## src/rtl/ep_dma_pkg.sv

```systemverilog
package ep_dma_pkg;

  // Whole words needed to carry n bytes.
  function automatic logic [31:0] bytes_to_words(logic [31:0] n);
    return (n + 32'd3) >> 2;
  endfunction

  // Endpoint size in words; a zero size still allows single beats.
  function automatic logic [31:0] ep_words(logic [31:0] ep_bytes);
    return (ep_bytes == 32'd0) ? 32'd1 : bytes_to_words(ep_bytes);
  endfunction

  // Smallest of the three burst limits.
  function automatic logic [31:0] pick_burst(logic [31:0] rem,
                                             logic [31:0] epw,
                                             logic [31:0] cap);
    logic [31:0] m;
    m = (rem < epw) ? rem : epw;
    return (m < cap) ? m : cap;
  endfunction

  // Lane mask of the final word given byte count modulo four.
  function automatic logic [3:0] tail_strb(logic [1:0] r);
    case (r)
      2'd1:    return 4'b0001;
      2'd2:    return 4'b0011;
      2'd3:    return 4'b0111;
      default: return 4'b1111;
    endcase
  endfunction

endpackage

```

## src/rtl/ep_dma_sizer.sv

```systemverilog
module ep_dma_sizer #(
  parameter int unsigned WCNT_W   = 15,
  parameter int unsigned EP_W     = 11,
  parameter int unsigned BL_W     = 9,
  parameter int unsigned BULK_MAX = 128,
  parameter int unsigned ISO_MAX  = 256
) (
  input  logic [WCNT_W-1:0] rem_words,
  input  logic [EP_W-1:0]   ep_bytes,
  input  logic              iso,
  output logic [BL_W-1:0]   blen
);
  import ep_dma_pkg::*;

  logic [31:0] type_cap;

  always_comb begin
    type_cap = iso ? 32'(ISO_MAX) : 32'(BULK_MAX);
    blen     = BL_W'(pick_burst(32'(rem_words), ep_words(32'(ep_bytes)), type_cap));
  end

endmodule

```

## src/rtl/ep_dma_addr.sv

```systemverilog
module ep_dma_addr #(
  parameter int unsigned ADDR_W = 32
) (
  input  logic              clk,
  input  logic              rst_n,
  input  logic              load,
  input  logic [ADDR_W-1:0] load_addr,
  input  logic              step,
  output logic [ADDR_W-1:0] addr
);
  logic [ADDR_W-1:0] addr_q;

  always_ff @(posedge clk) begin
    if (!rst_n)    addr_q <= '0;
    else if (load) addr_q <= load_addr & ~ADDR_W'(3);
    else if (step) addr_q <= addr_q + ADDR_W'(4);
  end

  assign addr = addr_q;

  // every accepted beat moves the address one word up
  p_addr_step_r2: assert property (@(posedge clk) disable iff (!rst_n)
    step |=> addr == $past(addr) + ADDR_W'(4));

  // without load or step the address stays put
  p_addr_hold_r6: assert property (@(posedge clk) disable iff (!rst_n)
    (!load && !step) |=> $stable(addr));

endmodule

```

## src/rtl/ep_dma_ctrl.sv

```systemverilog
module ep_dma_ctrl #(
  parameter int unsigned LEN_W    = 16,
  parameter int unsigned EP_W     = 11,
  parameter int unsigned WCNT_W   = 15,
  parameter int unsigned BL_W     = 9,
  parameter int unsigned BULK_MAX = 128,
  parameter int unsigned ISO_MAX  = 256
) (
  input  logic              clk,
  input  logic              rst_n,
  input  logic              start,
  input  logic [LEN_W-1:0]  len,
  input  logic [EP_W-1:0]   ep_bytes,
  input  logic              iso,
  input  logic              m_ready,
  input  logic [BL_W-1:0]   sized_blen,
  output logic [WCNT_W-1:0] rem_words,
  output logic [EP_W-1:0]   ep_q_o,
  output logic              iso_q_o,
  output logic              load,
  output logic              beat_acc,
  output logic              busy,
  output logic              done,
  output logic              first,
  output logic [BL_W-1:0]   blen,
  output logic [3:0]        strb
);
  import ep_dma_pkg::*;

  logic              busy_q, done_q, iso_q;
  logic [WCNT_W-1:0] rem_q;
  logic [BL_W-1:0]   bcnt_q;
  logic [EP_W-1:0]   ep_q;
  logic [1:0]        tail_q;

  // named internal events
  logic start_ok, zero_len, last_beat;

  assign start_ok  = start && !busy_q;
  assign zero_len  = (len == '0);
  assign first     = busy_q && (bcnt_q == '0);
  assign last_beat = busy_q && (rem_q == WCNT_W'(1));
  assign beat_acc  = busy_q && m_ready;
  assign blen      = first ? sized_blen : bcnt_q;
  assign strb      = last_beat ? tail_strb(tail_q) : 4'b1111;
  assign load      = start_ok && !zero_len;

  always_ff @(posedge clk) begin
    if (!rst_n) begin
      busy_q <= 1'b0;
      done_q <= 1'b0;
      iso_q  <= 1'b0;
      rem_q  <= '0;
      bcnt_q <= '0;
      ep_q   <= '0;
      tail_q <= '0;
    end else begin
      done_q <= 1'b0;
      if (start_ok) begin
        if (zero_len) begin
          done_q <= 1'b1;
        end else begin
          busy_q <= 1'b1;
          rem_q  <= WCNT_W'(bytes_to_words(32'(len)));
          bcnt_q <= '0;
          ep_q   <= ep_bytes;
          iso_q  <= iso;
          tail_q <= len[1:0];
        end
      end else if (beat_acc) begin
        rem_q  <= rem_q - WCNT_W'(1);
        bcnt_q <= blen - BL_W'(1);
        if (last_beat) begin
          busy_q <= 1'b0;
          done_q <= 1'b1;
        end
      end
    end
  end

  assign rem_words = rem_q;
  assign ep_q_o    = ep_q;
  assign iso_q_o   = iso_q;
  assign busy      = busy_q;
  assign done      = done_q;

  // an opening burst length respects all three limits
  p_burst_cap_r3: assert property (@(posedge clk) disable iff (!rst_n)
    first |-> (blen != '0) && (32'(blen) <= (iso_q ? 32'(ISO_MAX) : 32'(BULK_MAX)))
              && (32'(blen) <= 32'(rem_q)));

  // a stalled beat keeps its counters and strobe
  p_stall_hold_r6: assert property (@(posedge clk) disable iff (!rst_n)
    (busy_q && !m_ready) |=> busy_q && $stable(rem_q) && $stable(strb) && $stable(blen));

  // the final accepted beat is followed by done with the engine idle
  p_done_after_last_r7: assert property (@(posedge clk) disable iff (!rst_n)
    (beat_acc && last_beat) |=> done_q && !busy_q);

  // lock (busy) is never up while done is up
  p_done_unlocked_r7: assert property (@(posedge clk) disable iff (!rst_n)
    done_q |-> !busy_q);

  // an empty buffer completes at once without becoming busy
  p_zero_len_r8: assert property (@(posedge clk) disable iff (!rst_n)
    (start_ok && zero_len) |=> done_q && !busy_q);

endmodule

```

## src/rtl/usb_ep_dma_burst.sv

```systemverilog
module usb_ep_dma_burst #(
  parameter int unsigned ADDR_W   = 32,
  parameter int unsigned LEN_W    = 16,
  parameter int unsigned EP_W     = 11,
  parameter int unsigned BULK_MAX = 128,
  parameter int unsigned ISO_MAX  = 256,
  localparam int unsigned WCNT_W  = LEN_W - 1,
  localparam int unsigned BL_W    = $clog2(ISO_MAX + 1)
) (
  input  logic              clk,
  input  logic              rst_n,
  input  logic              start,
  input  logic [ADDR_W-1:0] cfg_addr,
  input  logic [LEN_W-1:0]  cfg_len,
  input  logic [EP_W-1:0]   cfg_ep_size,
  input  logic              cfg_iso,
  output logic              busy,
  output logic              done,
  output logic              m_valid,
  output logic              m_first,
  output logic [BL_W-1:0]   m_blen,
  output logic [ADDR_W-1:0] m_addr,
  output logic [31:0]       m_wdata,
  output logic [3:0]        m_strb,
  output logic              m_lock,
  input  logic              m_ready,
  input  logic [31:0]       fifo_rdata,
  output logic              fifo_pop
);
  logic [WCNT_W-1:0] rem_words;
  logic [EP_W-1:0]   ep_q;
  logic              iso_q;
  logic [BL_W-1:0]   sized_blen;
  logic              load, beat_acc;

  ep_dma_sizer #(
    .WCNT_W(WCNT_W), .EP_W(EP_W), .BL_W(BL_W),
    .BULK_MAX(BULK_MAX), .ISO_MAX(ISO_MAX)
  ) sizer_i (
    .rem_words(rem_words), .ep_bytes(ep_q), .iso(iso_q), .blen(sized_blen)
  );

  ep_dma_ctrl #(
    .LEN_W(LEN_W), .EP_W(EP_W), .WCNT_W(WCNT_W), .BL_W(BL_W),
    .BULK_MAX(BULK_MAX), .ISO_MAX(ISO_MAX)
  ) ctrl_i (
    .clk(clk), .rst_n(rst_n), .start(start), .len(cfg_len),
    .ep_bytes(cfg_ep_size), .iso(cfg_iso), .m_ready(m_ready),
    .sized_blen(sized_blen), .rem_words(rem_words), .ep_q_o(ep_q),
    .iso_q_o(iso_q), .load(load), .beat_acc(beat_acc), .busy(busy),
    .done(done), .first(m_first), .blen(m_blen), .strb(m_strb)
  );

  ep_dma_addr #(.ADDR_W(ADDR_W)) addr_i (
    .clk(clk), .rst_n(rst_n), .load(load), .load_addr(cfg_addr),
    .step(beat_acc), .addr(m_addr)
  );

  assign m_valid  = busy;
  assign m_lock   = busy;
  assign m_wdata  = fifo_rdata;
  assign fifo_pop = beat_acc;

  // no beat is ever presented without the lock
  p_lock_cover_r4: assert property (@(posedge clk) disable iff (!rst_n)
    m_valid |-> m_lock);

  // pops happen only on handshaken beats
  p_pop_on_accept_r10: assert property (@(posedge clk) disable iff (!rst_n)
    fifo_pop |-> (m_valid && m_ready));

  // a start during a transfer does not reload the address
  p_ignore_start_r9: assert property (@(posedge clk) disable iff (!rst_n)
    (busy && start && !m_ready) |=> $stable(m_addr));

endmodule

```

## config.mk

```make
export PLATFORM = sky130hd
export DESIGN_NAME = usb_ep_dma_burst
export DESIGN_NICKNAME = d
export VERILOG_FILES = /design/src/rtl/ep_dma_pkg.sv /design/src/rtl/ep_dma_sizer.sv /design/src/rtl/ep_dma_addr.sv /design/src/rtl/ep_dma_ctrl.sv /design/src/rtl/usb_ep_dma_burst.sv
export SDC_FILE = /design/constraint.sdc
export NUM_CORES = 1
export LEC_CHECK = 0
export BUFFER_PORTS_ARGS = -buffer_cell sky130_fd_sc_hd__buf_2
export CAP_MARGIN = 20
export CORE_MARGIN = 2
export CORE_UTILIZATION = 54
export CTS_CLUSTER_SIZE = 12
export DETAILED_ROUTE_END_ITERATION = 7
export MAX_ROUTING_LAYER = met4
export PLACE_DENSITY_LB_ADDON = 0.12
export SYNTH_ARGS = -nofsm -noshare
export SYNTH_HDL_FRONTEND = slang
export SYNTH_SLANG_ARGS = --single-unit
```

## constraint.sdc

```tcl
create_clock -name clk -period 8.4 [get_ports clk]
set_clock_uncertainty 0.05 [all_clocks]
set_input_delay 0.42 -clock clk [delete_from_list [all_inputs] [get_ports clk]]
set_output_delay 0.42 -clock clk [all_outputs]
set_load 0.02 [all_outputs]
```

# == After elaboration in Yosys (flattened, before gate mapping) ==
# Index checks and enable logic that the tools add are counted.
# Widths: inputs -> output; s select.
# word_totals
word_cells,63
out_inout_bits,83
regBits,72
# op_classes
n_eq_ne,5
mux,23
reduce_logical,17
order_cmp,2
n_bitwise,2
add_sub_neg,5
# ops
op,count
$mux 32,2
$mux 30,2
$mux 9,6
$mux 15,3
$add 32x3->32 const B,1
$lt 15x32->1,1
$lt 32x9->1,1
$add 16x2->17 const B,1
$logic_not 16->1,1
$eq 15x1->1 const B,1
$sub 15x1->15 const B,1
$add 11x2->12 const B,1
$pmux 4 s3,1
$logic_not 11->1,1
$logic_not 9->1,1
$sub 9x1->9 const B,1
$mux 1,8
$reduce_bool 2->1,3
$logic_and 1x1->1,5
$eq 2x2->1 const B,2
$mux 4,1
$reduce_and 2->1,2
$reduce_and 3->1,1
$eq 2x1->1 const B,1
4 further kinds,6

# == Logic depth before layout (Yosys ltp) ==
# depth
ltp_word,10
ltp_mapped,26
depth_no_buf,25

# == Hierarchy ==
# From an unflattened synthesis, not the netlist that was laid out.
# hier_totals
hier_cells,721
area_unflattened_um2,5454.0
# by_module_without_submodules
mod,area_per_inst_um2,cells_each,n_inst,seq_area_each_um2
ep_dma_ctrl,2544.9,337,1,800.8
ep_dma_addr,1923.1,248,1,600.6
ep_dma_sizer,730.7,102,1,0.0
usb_ep_dma_burst,255.2,34,1,0.0

# == Worst setup path after synthesis ==
# No wires, ideal clock.
# synth_timing
path_type,register -> register
from,reg ctrl_i.ep_q[0] (netlist: ctrl_i.ep_q_o[0])
to,reg ctrl_i.bcnt_q[8]
period_less_slack_ns,4.853
stages_incl_launch_ff,26
path_slack_ns,3.547
arrival_ns,4.716
required_time_ns,8.263
n_path_buf,1
path_cell_list,dfxtp_1 > o211a_1 > and3_1 > nand2_1 > xnor2_1 > inv_1 > ha_1 > a211oi_1 > o21ai_0 > a211o_1 > a21o_1 > buf_2 > nor2_1 > a21oi_1 > ha_1 > o21ai_0 > nand2_1 > a2111oi_4 > nor2_1 > a211oi_1 > nor2_1 > ha_1 > nand2_1 > a221oi_1 > and4_1 > o31ai_1
# synth_between
elab_chain_len,10
elab_cells_between_ends,11
classes_between,add/sub: 2; order compare: 2; mux: 6; reduce/logical: 1
# synth_lines
item,line,source
from (decl),ep_dma_ctrl.sv:33,logic [EP_W-1:0] ep_q;
from (signal assigned),ep_dma_ctrl.sv:66,ep_q <= ep_bytes;
$add 11x2->12 or $logic_not 11->1 (tied branches),"ep_dma_pkg.sv:5, ep_dma_pkg.sv:10",
$mux 30 (*),ep_dma_pkg.sv:10,return (ep_bytes == 32'd0) ? 32'd1 : bytes_to_words(ep_bytes);
$lt 15x32->1,ep_dma_pkg.sv:18,m = (rem < epw) ? rem : epw;
$mux 30 (*),ep_dma_pkg.sv:18,
$lt 32x9->1,ep_dma_pkg.sv:19,return (m < cap) ? m : cap;
$mux 9 (*),ep_dma_pkg.sv:19,
$mux 9 (*),ep_dma_ctrl.sv:44,assign blen = first ? sized_blen : bcnt_q;
$sub 9x1->9 (*),ep_dma_ctrl.sv:72,bcnt_q <= blen - BL_W'(1);
$mux 9 (*),ep_dma_ctrl.sv:70,end else if (beat_acc) begin
$mux 9 (*),ep_dma_ctrl.sv:59,if (start_ok) begin
to (signal assigned),ep_dma_ctrl.sv:72,
to (decl),ep_dma_ctrl.sv:32,logic [BL_W-1:0] bcnt_q;
# Every way passes the cells marked *; elsewhere a longest branch is shown, timed or not. The select of a mux whose other input is x is not followed.
# A chain may end at the register's enable or synchronous reset.

# == Worst setup path after layout ==
# layout_timing
from,reg ctrl_i.ep_q[0] (netlist: ctrl_i.ep_q_o[0])
to,out m_blen[1]
# layout_between
elab_chain_len,7
elab_cells_between_ends,8
classes_between,add/sub: 1; order compare: 2; mux: 4; reduce/logical: 1
# layout_lines
item,line,source
$add 11x2->12 or $logic_not 11->1 (tied branches),"ep_dma_pkg.sv:5, ep_dma_pkg.sv:10",
$mux 30 (*),ep_dma_pkg.sv:10,
$lt 15x32->1,ep_dma_pkg.sv:18,
$mux 30 (*),ep_dma_pkg.sv:18,
$lt 32x9->1,ep_dma_pkg.sv:19,
$mux 9 (*),ep_dma_pkg.sv:19,
$mux 9 (*),ep_dma_ctrl.sv:44,
to (decl),usb_ep_dma_burst.sv:21,"output logic [BL_W-1:0] m_blen,"
# Every way passes the cells marked *; elsewhere a longest branch is shown, timed or not.

==> reports/metrics.yaml <==
layout:
  final_cells: 821
  area_delta_synth_final_pct: 11.19
  fill_cells: 805
  antenna_cells: 0
  finalNetCount: 820
  drive_above_1_share: 0.1992
  finalInstanceArea_mm2: 0.005385
synth:
  synthArstFlopShare: 0
  synth_commonest_cells: "nand2_1 (79), dfxtp_1 (70), nor2_1 (65), a21oi_1 (54), o21ai_0 (43)"
  synth.most_common_cell: "nand2_1"
  yosys-mux-area-fraction: 0.006200
  synth.ff_latch_count: 70
  synthCells: 650
  synth-simple-area-share: 0.2454
  synthAdderAreaFrac: 0.04133
  synth_top_family_by_area: "simple AND/OR/NAND/NOR gates"
  yosys_warnings: 0
  synth_compound_area_frac: 0.2263
  syn_area_per_cell_um2: 7.451
  synth-edff-count: 0
  yosysTopAreaCell: "dfxtp_1"
  syn_area_mm2: 0.004843
  ys_seq_area_frac: 0.2893
  synthTopCellsByArea: "dfxtp_1 (29%), nand2_1 (6.1%), buf_4 (5.9%), a21oi_1 (5.6%), xor2_1 (5.2%)"
  synth_top_cell_area_share: 0.2893
  synthXorXnorAreaFrac: 0.08861
  ys.flop_type: "dfxtp_1"
  ys_types: 60
outcome:
  status: "finished clean"
detailed_routing:
  routed.top_layer: "met4"
  m1WireLength_um: 6132
  drt_iter0_drc: 265
  ant_nets: 0
  drtPass1Iterations: 8
  vias: 4833
  wl_per_cell_um: 16.01
  route.met3.wl_um: 845
  met2_length_um: 5991
  detail_route.vias_per_cell: 5.887
  routed_wl_um: 13140
  drc: 0
sta:
  hold-worst-slack_ps: 246.8
  maxSlewViolCount: 0
  clock.fmax_ghz: 0.1731
  timing.final.hold_violations: 0
  slew_headroom: 0.4126
  tns_ps: 0
  min_period_ps: 5777
  tightest_slew_ps: 881.1
  post-route-period-util: 0.6877
  rsz0062_at_grt: "false"
  setup-violations-final: 0
setup_path:
  cp-end-kind: "output pin"
  crit_start: "ctrl_i.ep_q_o[0]$_SDFFE_PN0P_"
  critPathKind: "register to output pin"
  cp_max_fo: 9
  arrival_ps: 5310
  r2r_start: "ctrl_i.ep_q_o[0]$_SDFFE_PN0P_"
  cp.required_ps: 7930
  startpoint_type: "register"
run:
  cap_violations: 0
global_routing:
  overflow: 0
  grt_pass1_vias: 4331
  antenna_found_initial: 0
  groute.usage.overall: 0.2707
  grt_max_degree: 73
  grt_pass1_wl_um: 21200
clocking:
  cts_buffer_depth: 2
  cts_tree: "built"
  clk_latency_ps: 350
  clock_sinks: 70
  post-cts-setup-buffer-count: 0
  clkTransAtPathRegs_ps: 90
  htree_num_levels: 3
  cts-root-buf: "clkbuf_8"
  ctsHoldBuffers: 0
  cts-resized-gates: 0
  cts_buffers: 9
floorplan:
  rows: 34
  pin_count: 179
  die_w_um: 98.71
  initial_core_util: 0.5554
  core_region_area_mm2: 0.008721
  die_h_um: 98.71
  dieArea_mm2: 0.009743
min_path:
  hp-class: "input pin to register"
  min_from: "cfg_iso"
place:
  dp_hpwl_um: 9451
  place_area_mm2: 0.005164
  dp_cells: 805
  io_buffers: 109
  globalplace.congestion: 0.9669
pwr:
  vdd_drop_max_uv: 84.67
  p_leak_uw: 0.002257
  power_density_mw_per_mm2: 201.8
[final cells by class]
cell class	count	area (um^2)	area share
Tap cell	108	135.1	0.02509
Clock inverter	6	93.84	0.01743
Sequential cell	70	1401	0.2602
Multi-Input combinational cell	489	2958	0.5493
Clock buffer	10	127.6	0.02370
Inverter	25	93.84	0.01743
Timing Repair Buffer	113	575.6	0.1069
[registers in the layout (all words and copies together) (netlist names)]
signal            flops
addr_i.addr          30
ctrl_i.bcnt_q         9
ctrl_i.busy           1
ctrl_i.done           1
ctrl_i.ep_q_o        11
ctrl_i.iso_q_o        1
ctrl_i.rem_words     15
ctrl_i.tail_q         2
[report_power, final]
group	switching, uW	internal (uW)
Sequential	40.2	361
Clock	147	170
Combinational	229	139
[worst paths after layout]
path	endpoint	slack, ps	cells after the start
worst min register to register	ctrl_i.tail_q[1]$_SDFFE_PN0P_	410	2
worst max register to register	ctrl_i.bcnt_q[8]$_SDFFE_PN0P_	2670	24
worst min-delay path	ctrl_i.iso_q_o$_SDFFE_PN0P_	250	3
worst max-delay path	m_blen[1]	2620	21
[stage by stage]
stage          worst slack, ps  utilization  total power [uW]
3_3_place_gp              2896       0.5921             764.9
2_1_floorplan             3547            -             697.1
5_1_grt                   2219       0.6175              1150
6_report                  2623       0.6175              1087
4_1_cts                   2714       0.6175              1085
3_5_place_dp              2781       0.5921             770.0
[layout by cell type (no fill, tap or decap), types with 16 or more instances in the layout]
| cell | count |
|---|---|
| dfxtp_1 | 70 |
| xnor2_1 | 20 |
| a211oi_1 | 21 |
| nand3_1 | 26 |
| nor3_1 | 20 |
| o21ai_0 | 43 |
| a21oi_1 | 54 |
| nor2_1 | 65 |
| nand2_1 | 78 |
| ha_1 | 16 |
| inv_1 | 23 |
| xor2_1 | 29 |
| buf_2 | 109 |
[layer usage]
metal / global-route usage / vias up
met4: 0.07165 / 0
met2: 0.4150 / 194
li1: - / 2398
met3: 0.03688 / 24
met1: 0.3777 / 2217
met5: - / -
[critical path: stages (launching register included)]
cell       delay, ps
dfxtp_1          430
o211a_1          240
and3_1           250
nand2_1           90
xnor2_1          280
inv_1             80
ha_1             290
a211oi_1         310
o21ai_0          180
a211o_1          380
a21o_1           330
nor2_1           130
a21oi_1           50
ha_1             340
o21ai_0           90
nand2_1          130
a2111oi_4        550
nor2_1           240
a211oi_1         260
nor2_1            90
inv_1             60
buf_2            150
[logic make-up (layout without fill, tap and decap cells)]
kind of cell	after synthesis	count (layout)
and+or+nand+nor	250	250
AOI/OAI and AO/OA	168	168
buffers and inverters	92	154
DFF	70	70
xor gates and xnor gates	49	49
adders and majority gates	16	16
muxes	3	3
other	2	3
Note: power is estimated with default switching activity, not from simulation.
